`config.mk`:
```
export PLATFORM = sky130hd
export DESIGN_NAME = univ_shift_reg
export DESIGN_NICKNAME = d
export VERILOG_FILES = /design/src/rtl/usr_pkg.sv /design/src/rtl/usr_mode_dec.sv /design/src/rtl/usr_bit_cell.sv /design/src/rtl/univ_shift_reg.sv
export SDC_FILE = /design/constraint.sdc
export NUM_CORES = 1
export LEC_CHECK = 0
export ABC_AREA = 1
export BUFFER_PORTS_ARGS = -buffer_cell sky130_fd_sc_hd__clkbuf_2
export CORE_MARGIN = 1.5
export CORE_UTILIZATION = 46
export CTS_BUF_LIST = sky130_fd_sc_hd__clkbuf_16
export DETAILED_ROUTE_END_ITERATION = 10
export GPL_ROUTABILITY_DRIVEN = 1
export PLACE_DENSITY = 0.77
export RECOVER_POWER = 25
export SLEW_MARGIN = 20
export SYNTH_ARGS = -nofsm -noshare
export SYNTH_HDL_FRONTEND = slang
export SYNTH_HIERARCHICAL = 1
export SYNTH_SLANG_ARGS = --single-unit
```
`constraint.sdc`:
```
create_clock -name clk -period 1.15 [get_ports clk]
set_clock_uncertainty 0.2 [all_clocks]
set_input_delay 0.1725 -clock clk [delete_from_list [all_inputs] [get_ports clk]]
set_output_delay 0.1725 -clock clk [all_outputs]
set_load 0.02 [all_outputs]
```
`src/rtl/usr_pkg.sv`:
```
// Shared types for the universal shift register.
// Assumes a two-bit mode encoding that is fixed by the pin-level behaviour.
package usr_pkg;
    typedef enum logic [1:0] {
        MODE_HOLD = 2'b00,
        MODE_UP   = 2'b01,
        MODE_DOWN = 2'b10,
        MODE_LOAD = 2'b11
    } usr_mode_e;
endpackage

```
`src/rtl/usr_mode_dec.sv`:
```
// Decodes the raw mode pins and forms the parallel driver enable.
// Assumes both enables are active low. The driver enable is purely
// combinational, so it drops in the same cycle that load is selected.
module usr_mode_dec
    import usr_pkg::*;
(
    input  logic [1:0] mode_sel,
    input  logic       oe_a_n,
    input  logic       oe_b_n,
    output usr_mode_e  mode,
    output logic       drv_en
);
    // Map the raw pins onto the mode type and gate the driver.
    always_comb begin
        mode   = usr_mode_e'(mode_sel);
        drv_en = !oe_a_n && !oe_b_n && (mode != MODE_LOAD);
    end
endmodule

```
`src/rtl/usr_bit_cell.sv`:
```
// One storage bit with its four-way next-state selector.
// Assumes the parent wires from_lo and from_hi to the neighbouring bits,
// or to the serial inputs at the ends. The clear is asynchronous and active low.
module usr_bit_cell
    import usr_pkg::*;
(
    input  logic      clk,
    input  logic      rst_n,
    input  usr_mode_e mode,
    input  logic      from_lo,
    input  logic      from_hi,
    input  logic      par_in,
    output logic      q
);
    logic nxt;

    // Choose the next value of this bit from the selected mode.
    always_comb begin
        unique case (mode)
            MODE_HOLD: nxt = q;
            MODE_UP:   nxt = from_lo;
            MODE_DOWN: nxt = from_hi;
            MODE_LOAD: nxt = par_in;
            default:   nxt = q;
        endcase
    end

    // Store the bit; the clear overrides the clock and the mode.
    always_ff @(posedge clk or negedge rst_n) begin
        if (!rst_n) q <= 1'b0;
        else        q <= nxt;
    end
endmodule

```
`src/rtl/univ_shift_reg.sv`:
```
// Universal shift/storage register with a shared parallel data path.
// Each shared pin is split into pin_in, pin_out and a common pin_oe.
// The end bits are always brought out as serial taps for cascading.
// Assumes WIDTH >= 2.
module univ_shift_reg
    import usr_pkg::*;
#(
    parameter int WIDTH = 8
) (
    input  logic             clk,
    input  logic             rst_n,
    input  logic [1:0]       mode_sel,
    input  logic             ser_in_lo,
    input  logic             ser_in_hi,
    input  logic             oe_a_n,
    input  logic             oe_b_n,
    input  logic [WIDTH-1:0] pin_in,
    output logic [WIDTH-1:0] pin_out,
    output logic             pin_oe,
    output logic             tap_lo,
    output logic             tap_hi
);
    localparam int MSB = WIDTH - 1;

    usr_mode_e        mode;
    logic [WIDTH-1:0] state;
    logic [WIDTH-1:0] lo_src;
    logic [WIDTH-1:0] hi_src;

    usr_mode_dec u_dec (
        .mode_sel (mode_sel),
        .oe_a_n   (oe_a_n),
        .oe_b_n   (oe_b_n),
        .mode     (mode),
        .drv_en   (pin_oe)
    );

    for (genvar i = 0; i < WIDTH; i++) begin : g_bit
        // Lower neighbour: serial input for bit 0, else the bit below.
        if (i == 0) begin : g_lo_end
            assign lo_src[i] = ser_in_lo;
        end else begin : g_lo_mid
            assign lo_src[i] = state[i-1];
        end
        // Upper neighbour: serial input for the top bit, else the bit above.
        if (i == MSB) begin : g_hi_end
            assign hi_src[i] = ser_in_hi;
        end else begin : g_hi_mid
            assign hi_src[i] = state[i+1];
        end

        usr_bit_cell u_cell (
            .clk     (clk),
            .rst_n   (rst_n),
            .mode    (mode),
            .from_lo (lo_src[i]),
            .from_hi (hi_src[i]),
            .par_in  (pin_in[i]),
            .q       (state[i])
        );
    end

    // Bring the contents and end bits out; the taps ignore the enables.
    always_comb begin
        pin_out = state;
        tap_lo  = state[0];
        tap_hi  = state[MSB];
    end
endmodule

```
After elaboration in Yosys (flattened, before gate mapping)
Index checks and enable logic that the tools add are counted.
{"block": "totals", "regBits": 8, "in_bits": 16, "output_inout_bits": 11, "elab_cells": 25}
{"block": "op_classes", "n_eq_ne": 4, "mux": 8, "reduce_logical": 5}
{"operator": "$pmux 1 s3", "n": 8}
{"operator": "$eq 2x2->1 const B", "n": 2}
{"operator": "$eq 2x1->1 const B", "n": 1}
{"operator": "$logic_and 1x1->1", "n": 2}
{"operator": "$logic_not 1->1", "n": 2}
{"operator": "$logic_not 2->1", "n": 1}
{"operator": "$ne 2x2->1 const B", "n": 1}

Depth between registers and ports, before layout
Gate-level depths: netlist (run 1).
{"block": "logic_depth", "word_depth": 3, "ltp_mapped": 5, "ltp_nobuf": 4}

By module
The synthesis (run 1) kept the hierarchy.
{"module": "usr_bit_cell", "instances": 8, "cells_per_inst": 14, "area_each_um2": 76.3, "seq_area_each_um2": 25.0}
{"module": "usr_mode_dec", "instances": 1, "cells_per_inst": 6, "area_each_um2": 30.0, "seq_area_each_um2": 0.0}
{"module": "univ_shift_reg", "instances": 1, "cells_per_inst": 2, "area_each_um2": 15.0, "seq_area_each_um2": 0.0}

Worst setup path after synthesis (run 1)
No wires, ideal clock.
{"block": "synth_path", "kind": "reg2out", "startpoint": "reg g_bit[7].u_cell.q", "endpoint": "out pin_out[7]", "t_arrival_ps": 679, "t_required_ps": 777, "path_slack_ps": 98, "stages_incl_launch_ff": 2, "path_buffers": 1, "cell_sequence": "dfrtp_1 buf_4"}
{"element": "start: declaration", "line_no": "usr_bit_cell.sv:13", "rtl": "output logic q"}
{"element": "start signal: assignment", "line_no": "usr_bit_cell.sv:31", "rtl": "else q <= nxt;"}
{"element": "end: declaration", "line_no": "univ_shift_reg.sv:18", "rtl": "output logic [WIDTH-1:0] pin_out,"}
No word-level cell between the ends.

Final worst setup path (run 1)
{"block": "layout_path", "startpoint": "reg g_bit[0].u_cell.q", "endpoint": "out pin_out[0]"}
{"element": "start: declaration", "line_no": "usr_bit_cell.sv:13"}
{"element": "start signal: assignment", "line_no": "usr_bit_cell.sv:31"}
No word-level cell between the ends.

==> results by group, run 1 <==
Synth
  – Yosys cell types: 8
  – Total number of yosys warnings: 6
  – Post-synth top area share: 0.305
  – Top post-synthesis cells by area: dfrtp_1, nand2_1, inv_1
  – Sequential share of the synthesized area: 0.305
  – Mapped Nets: 136
  – Cells after Synth: 120
  – Leading area contributor after synthesis: dfrtp_1
  – Mapped cell area: 656 µm²
  – Syn Area/Cell: 5.46 µm²
  – FF+latch count, synth: 8

STA
  – Endpoints failing setup: 4
  – Pins Over Slew Limit: 0
  – Slew at the pin with the worst max-slew slack: 0.438 ns
  – Slew margin rel.: 0.708
  – Max frequency: 859 MHz
  – Period utilization: 1.01
  – Unrepaired setup endpoints after global routing: true
  – Tmin final: ~1.2 ns
  – Endpoints failing hold: 0
  – Hold WS: 0.0379 ns
  – PnR worst setup slack: -0.0140 ns

Clock network
  – CTS Sinks: 8
  – CTS tree: yes
  – CTS Buf Count: 3
  – H-tree depth: 1
  – Root buffer cell: clkbuf_16
  – Clk_lat worst skew: ~0.23 ns
  – Worst-path clk slew: 0.04 ns
  – Clock buffer depth: 2

Cells and area
  – # diodes: 0
  – Fillcell total: 111
  – Largest register FFs: 8
  – Top flop regs: g_bit.u_cell/q (8)
  – Share of cells above drive strength 1: 0.357
  – Area delta synth->final: 54.6%
  – Post-layout nets: 175
  – Reg with most FFs: g_bit.u_cell/q

Setup path
  – Critical path's top delay family: flip-flops
  – Reg2reg path depth: 5
  – Reg-to-reg critical path startpoint: g_bit[0].u_cell/q
  – Max incr delay on CP: roughly 0.42 ns
  – Worst setup path class: flip-flop to output pin
  – Worst-path maximum fanout: 4
  – Worst Path Required: 0.78 ns
  – CP Launch Type: flip-flop
  – Arrival time worst endpoint: 0.79 ns
  – Flop2flop setup slack: 0.07 ns
  – CP endpoint kind: output pin
  – Worst path cell trace: buf_6
  – Slowest library cell on the worst path: dfrtp_2
  – Reg-to-reg endpoint: g_bit[1].u_cell/q
  – CP bufs+invs: 1

Floorplanning
  – Die ar.: 0.00166 mm²
  – Die H: 40.8 µm
  – Core box area: about 0.0013 mm²
  – Std-Cell Rows: 13
  – # IOs: 27
  – Initial Util: 0.498
  – Die Wd: 40.8 µm

Power
  – Leak: 0.673 nW
  – Pwr per Cell Area: roughly 1400 mW/mm²
  – Peak VDD IR: about 1100 µV
  – Flop pwr share: 0.254
  – Clk pwr share: 0.430
  – Sw Share: 0.287
  – Post-layout total power: 1.37 mW
  – Cell Int Power: about 0.98 mW
  – Switch Pwr: 0.393 mW
  – Comb pwr share: 0.317

Job
  – Maxcap violations: 0

Drt
  – Final antenna-violating net count: 0
  – Drt first-iter violations: 8
  – Via-to-Cell Ratio: ~4.3
  – First drt pass iteration count: 4
  – DRC: 0
  – Total wire length: around 1500 µm
  – Routed vias: 736
  – WL/cell: around 8.8 µm

GRT
  – Gr usage total: 0.222
  – First-pass GRT wire length: 2290 µm
  – Initial antenna violation count: 0
  – Overflow left after global routing: 0
  – Pin count of the biggest net entering global routing: 25
  – Vias in the first global route: 554

Min path
  – Hold crit path type: primary input to flip-flop
  – Worst hold endpoint: g_bit[5].u_cell/q
  – Hold Path Stages: 5
  – Hold wc startpoint: pin_in[5]

Place
  – Routability Congestion: just under 0.7
  – IO Port Bufs: 26
  – Post-DP HPWL: 1000 µm

Outcome
  – Status: finished, violations left
  – Failing checks: negative setup slack
[layout by cell type (no fill, tap or decap)]
master / instances
dfrtp_2: 1
inv_2: 16
dlygate4sd3_1: 1
buf_12: 2
buf_2: 2
clkbuf_2: 15
inv_1: 25
clkbuf_1: 1
nand3_1: 16
clkbuf_16: 3
nor2_1: 1
nand2_1: 42
clkinv_1: 8
buf_4: 10
dfrtp_1: 7
buf_6: 7
[repair_timing]
action	CTS	global route
resized for setup	3	23
endpoints found under the hold margin	8	0
hold buffers	1	0
cloned	0	0
buffers inserted	9	0
setup endpoints to repair	10	10
[worst max-delay path by stage]
| stage | start | endpoint | depth (start not counted) |
|---|---|---|---|
| finish | g_bit[0].u_cell/q | pin_out[0] | 1 |
| global route | g_bit[0].u_cell/q | pin_out[0] | 1 |
| CTS | g_bit[0].u_cell/q | tap_lo | 1 |
| detailed placement | mode_sel[0] | g_bit[0].u_cell/q | 6 |
| global placement | g_bit[2].u_cell/q | pin_out[2] | 1 |
| floorplan | g_bit[7].u_cell/q | pin_out[7] | 1 |
[layout make-up]
class,instances,area (µm²),area share
repair buffers,38,293,0.289
clock buffers,3,75.1,0.0741
flip-flops and latches,8,201,0.199
multi-input cells,59,241,0.238
inverters,49,184,0.181
well taps,15,18.8,0.0185
[metrics by stage]
stage	setup TNS [ns]	worst slack, ns	std cells	utilization	instance area [µm²]
6_report	-0.0310	-0.0140	172	0.769	1010
5_1_grt	-0.186	-0.0492	172	0.769	1010
2_1_floorplan	0	0.0984	120	-	656
3_5_place_dp	0	0.152	159	0.618	815
4_1_cts	-0.0718	-0.0255	172	0.740	975
3_3_place_gp	0	0.157	159	0.618	815
[synthesized netlist by cell type]
cell / instances
nand2_1: 42
inv_1: 25
inv_2: 16
nand3_1: 16
clkinv_1: 8
dfrtp_1: 8
buf_4: 4
nor2_1: 1
[per-layer routing]
layer  track usage  vias up  wire [µm]
li1              -      401          -
met1         0.260      313        672
met2         0.353       19        751
met3         0.103        3         79
met4        0.0750        0          8
met5             0        -          0
[kinds of logic after synthesis]
| logic type | synth area share |
|---|---|
| AND/OR/NAND/NOR | 0.368 |
| flip-flops | 0.305 |
| buffers and inverters | 0.326 |
[power by group through the flow]
stage / clock, mW / sequential [mW] / combinational, mW
finish: 0.589 / 0.347 / 0.433
global route: 0.629 / 0.352 / 0.483
CTS: 0.606 / 0.340 / 0.404
detailed placement: 0 / 0.371 / 0.307
global placement: 0 / 0.370 / 0.300
floorplan: 0 / 0.407 / 0.167
Power figures use the tool's default switching activity.
==> run 2, diff against run 1 <==
Settings changed: CELL_PAD_IN_SITES_DETAIL_PLACEMENT set to 2, CELL_PAD_IN_SITES_GLOBAL_PLACEMENT set to 2, CORE_UTILIZATION 46 to 21, PLACE_DENSITY 0.77 to not set, PLACE_DENSITY_LB_ADDON set to 0.1.
Clock period 1.15 ns to 1.16 ns, I/O delays scaled along.
==> results by group, run 2 (same netlist as run 1, synthesis figures left out) <==
Clock network
  – CTS Buf Count: 3 (unchanged)
  – CTS Sinks: 8 (unchanged)
  – H-tree depth: 1 (unchanged)
  – Clock buffer depth: 2 (unchanged)
  – Clk_lat worst skew: 0.24 ns (was 0.23 ns)
  – Worst-path clk slew: 0.04 ns (about the same)
  – CTS tree: yes (unchanged)
  – Root buffer cell: clkbuf_16 (unchanged)

STA
  – Endpoints failing setup: 4 (unchanged)
  – Unrepaired setup endpoints after global routing: true (unchanged)
  – Slew margin rel.: 0.671 (was 0.708)
  – Tmin final: 1.18 ns
  – Slew at the pin with the worst max-slew slack: 0.494 ns (was 0.438 ns)
  – Endpoints failing hold: 0 (unchanged)
  – Pins Over Slew Limit: 0 (unchanged)
  – Period utilization: 1.02
  – PnR worst setup slack: -0.0220 ns (was -0.0140 ns)
  – Max frequency: 846 MHz
  – Setup TNS: -0.0684 ns (was -0.0310 ns)

Floorplanning
  – Core box area: 0.00300 mm² (was 0.00132 mm²)
  – Std-Cell Rows: 20 (was 13)
  – Die Wd: 58.9 µm (was 40.8 µm)
  – Die H: 58.9 µm (was 40.8 µm)
  – Die ar.: 0.00347 mm² (was 0.00166 mm²)
  – # IOs: 27 (unchanged)
  – Initial Util: 0.218 (was 0.498)

Cells and area
  – Top flop regs: g_bit.u_cell/q (8) (unchanged)
  – # diodes: 0 (unchanged)
  – Most frequent cells in the layout: nand2_1, inv_1, inv_2, nand3_1, clkbuf_2 (unchanged)
  – Reg with most FFs: g_bit.u_cell/q (unchanged)
  – Largest register FFs: 8 (unchanged)
  – Fillcell total: 382 (was 111)
  – Share of cells above drive strength 1: 0.361 (was 0.357)
  – Area delta synth->final: 61.8% (was 54.6%)
  – Post-layout nets: 176 (was 175)
  – Commonest non-fill, non-tap cell in the layout: nand2_1 (unchanged)
  – Sequential Area: 201 µm² (unchanged)
  – Area of the multi-input gates: 241 µm² (unchanged)

Drt
  – Routed vias: 806 (was 736)
  – First drt pass iteration count: 4 (unchanged)
  – Final antenna-violating net count: 0 (unchanged)
  – Via-to-Cell Ratio: 4.22 (was 4.28)
  – DRC: 0 (unchanged)
  – Drt first-iter violations: 19 (was 8)
  – Total wire length: 2080 µm (was 1510 µm)
  – WL/cell: 10.9 µm (was 8.78 µm)

Power
  – Pwr per Cell Area: 1320 mW/mm² (was 1350 mW/mm²)
  – Post-layout total power: 1.40 mW (was 1.37 mW)
  – Peak VDD IR: 581 µV (was 1130 µV)
  – Leak: 0.685 nW (was 0.673 nW)

Outcome
  – Status: finished, violations left (unchanged)
  – Failing checks: negative setup slack (unchanged)

Job
  – Maxcap violations: 0 (unchanged)

Setup path
  – CP endpoint kind: output pin (unchanged)
  – Max incr delay on CP: 0.41 ns (was 0.42 ns)
  – Worst setup path class: flip-flop to output pin (unchanged)
  – CP Launch Type: flip-flop (unchanged)
  – Slowest library cell on the worst path: dfrtp_1 (was dfrtp_2)
  – Arrival time worst endpoint: 0.81 ns (was 0.79 ns)
  – Worst path cell trace: clkbuf_8 (was buf_6)
  – Worst Path Required: 0.79 ns (was 0.78 ns)
  – CP bufs+invs: 1 (unchanged)
  – Worst-path maximum fanout: 4 (unchanged)
  – Critical path's top delay family: flip-flops (unchanged)

GRT
  – Initial antenna violation count: 0 (unchanged)
  – Gr usage total: 0.141 (was 0.222)
  – First-pass GRT wire length: 3520 µm (was 2290 µm)
  – Overflow left after global routing: 0 (unchanged)
  – Vias in the first global route: 844 (was 554)
  – Pin count of the biggest net entering global routing: 25 (unchanged)

Place
  – Post-DP HPWL: 1550 µm (was 1000 µm)
  – Routability Congestion: 0.681 (was 0.672)
  – IO Port Bufs: 26 (unchanged)

Min path
  – Hold crit path type: primary input to flip-flop (unchanged)
[run 2: report_power, final]
| group | total [mW] | leakage [nW] | switching, mW | internal (mW) |
|---|---|---|---|---|
| registers | 0.348 | 0.0931 | 0.0324 | 0.316 |
| clock network | 0.597 | 0.0370 | 0.151 | 0.446 |
| logic | 0.457 | 0.555 | 0.235 | 0.222 |
| total | 1.40 | 0.685 | 0.418 | 0.984 |
[run 2: repair_timing]
action	CTS	global route
endpoints found under the hold margin	8	0
gates resized for setup	7	18
endpoints found under the setup margin	10	9
buffers inserted	8	2
hold buffers	1	0
[run 2: final cells by class]
| type | instances | share of cell area |
|---|---|---|
| inverters | 49 | 0.173 |
| flip-flops and latches | 8 | 0.190 |
| multi-input cells | 59 | 0.228 |
| repair buffers | 39 | 0.300 |
| clock buffers | 3 | 0.0708 |
| well taps | 33 | 0.0389 |
[run 2: worst paths after layout]
| kind | start | to | slack (ns) | depth (start not counted) |
|---|---|---|---|---|
| worst max-delay path | g_bit[7].u_cell/q | pin_out[7] | -0.02 | 1 |
| worst max register to register | g_bit[2].u_cell/q | g_bit[3].u_cell/q | 0.07 | 5 |
| worst min-delay path | pin_in[0] | g_bit[0].u_cell/q | 0.05 | 5 |
| max in group asynchronous | rst_n | g_bit[5].u_cell/q | 0.18 | 2 |
| min in group asynchronous | rst_n | g_bit[0].u_cell/q | 0.22 | 2 |
| worst min register to register | g_bit[5].u_cell/q | g_bit[6].u_cell/q | 0.49 | 4 |
[run 2: metal layers]
layer	routed length (µm)	global-route usage	share of wire
met1	806	0.139	0.39
met2	1120	0.260	0.54
met3	102	0.0462	0.049
met4	47	0.0682	0.023
met5	0	0	0
[run 2: per-stage QoR]
| stage | util | cell area (µm²) | cells | worst slack (ns) | hold slack (ns) |
|---|---|---|---|---|---|
| 2_1_floorplan | - | 656 | 120 | 0.107 | -0.322 |
| 3_3_place_gp | 0.279 | 837 | 177 | 0.145 | -0.162 |
| 3_5_place_dp | 0.279 | 837 | 177 | 0.108 | -0.162 |
| 4_1_cts | 0.336 | 1010 | 189 | -0.0695 | 0.0440 |
| 5_1_grt | 0.353 | 1060 | 191 | -0.0497 | 0.0815 |
| 6_report | 0.353 | 1060 | 191 | -0.0220 | 0.0458 |
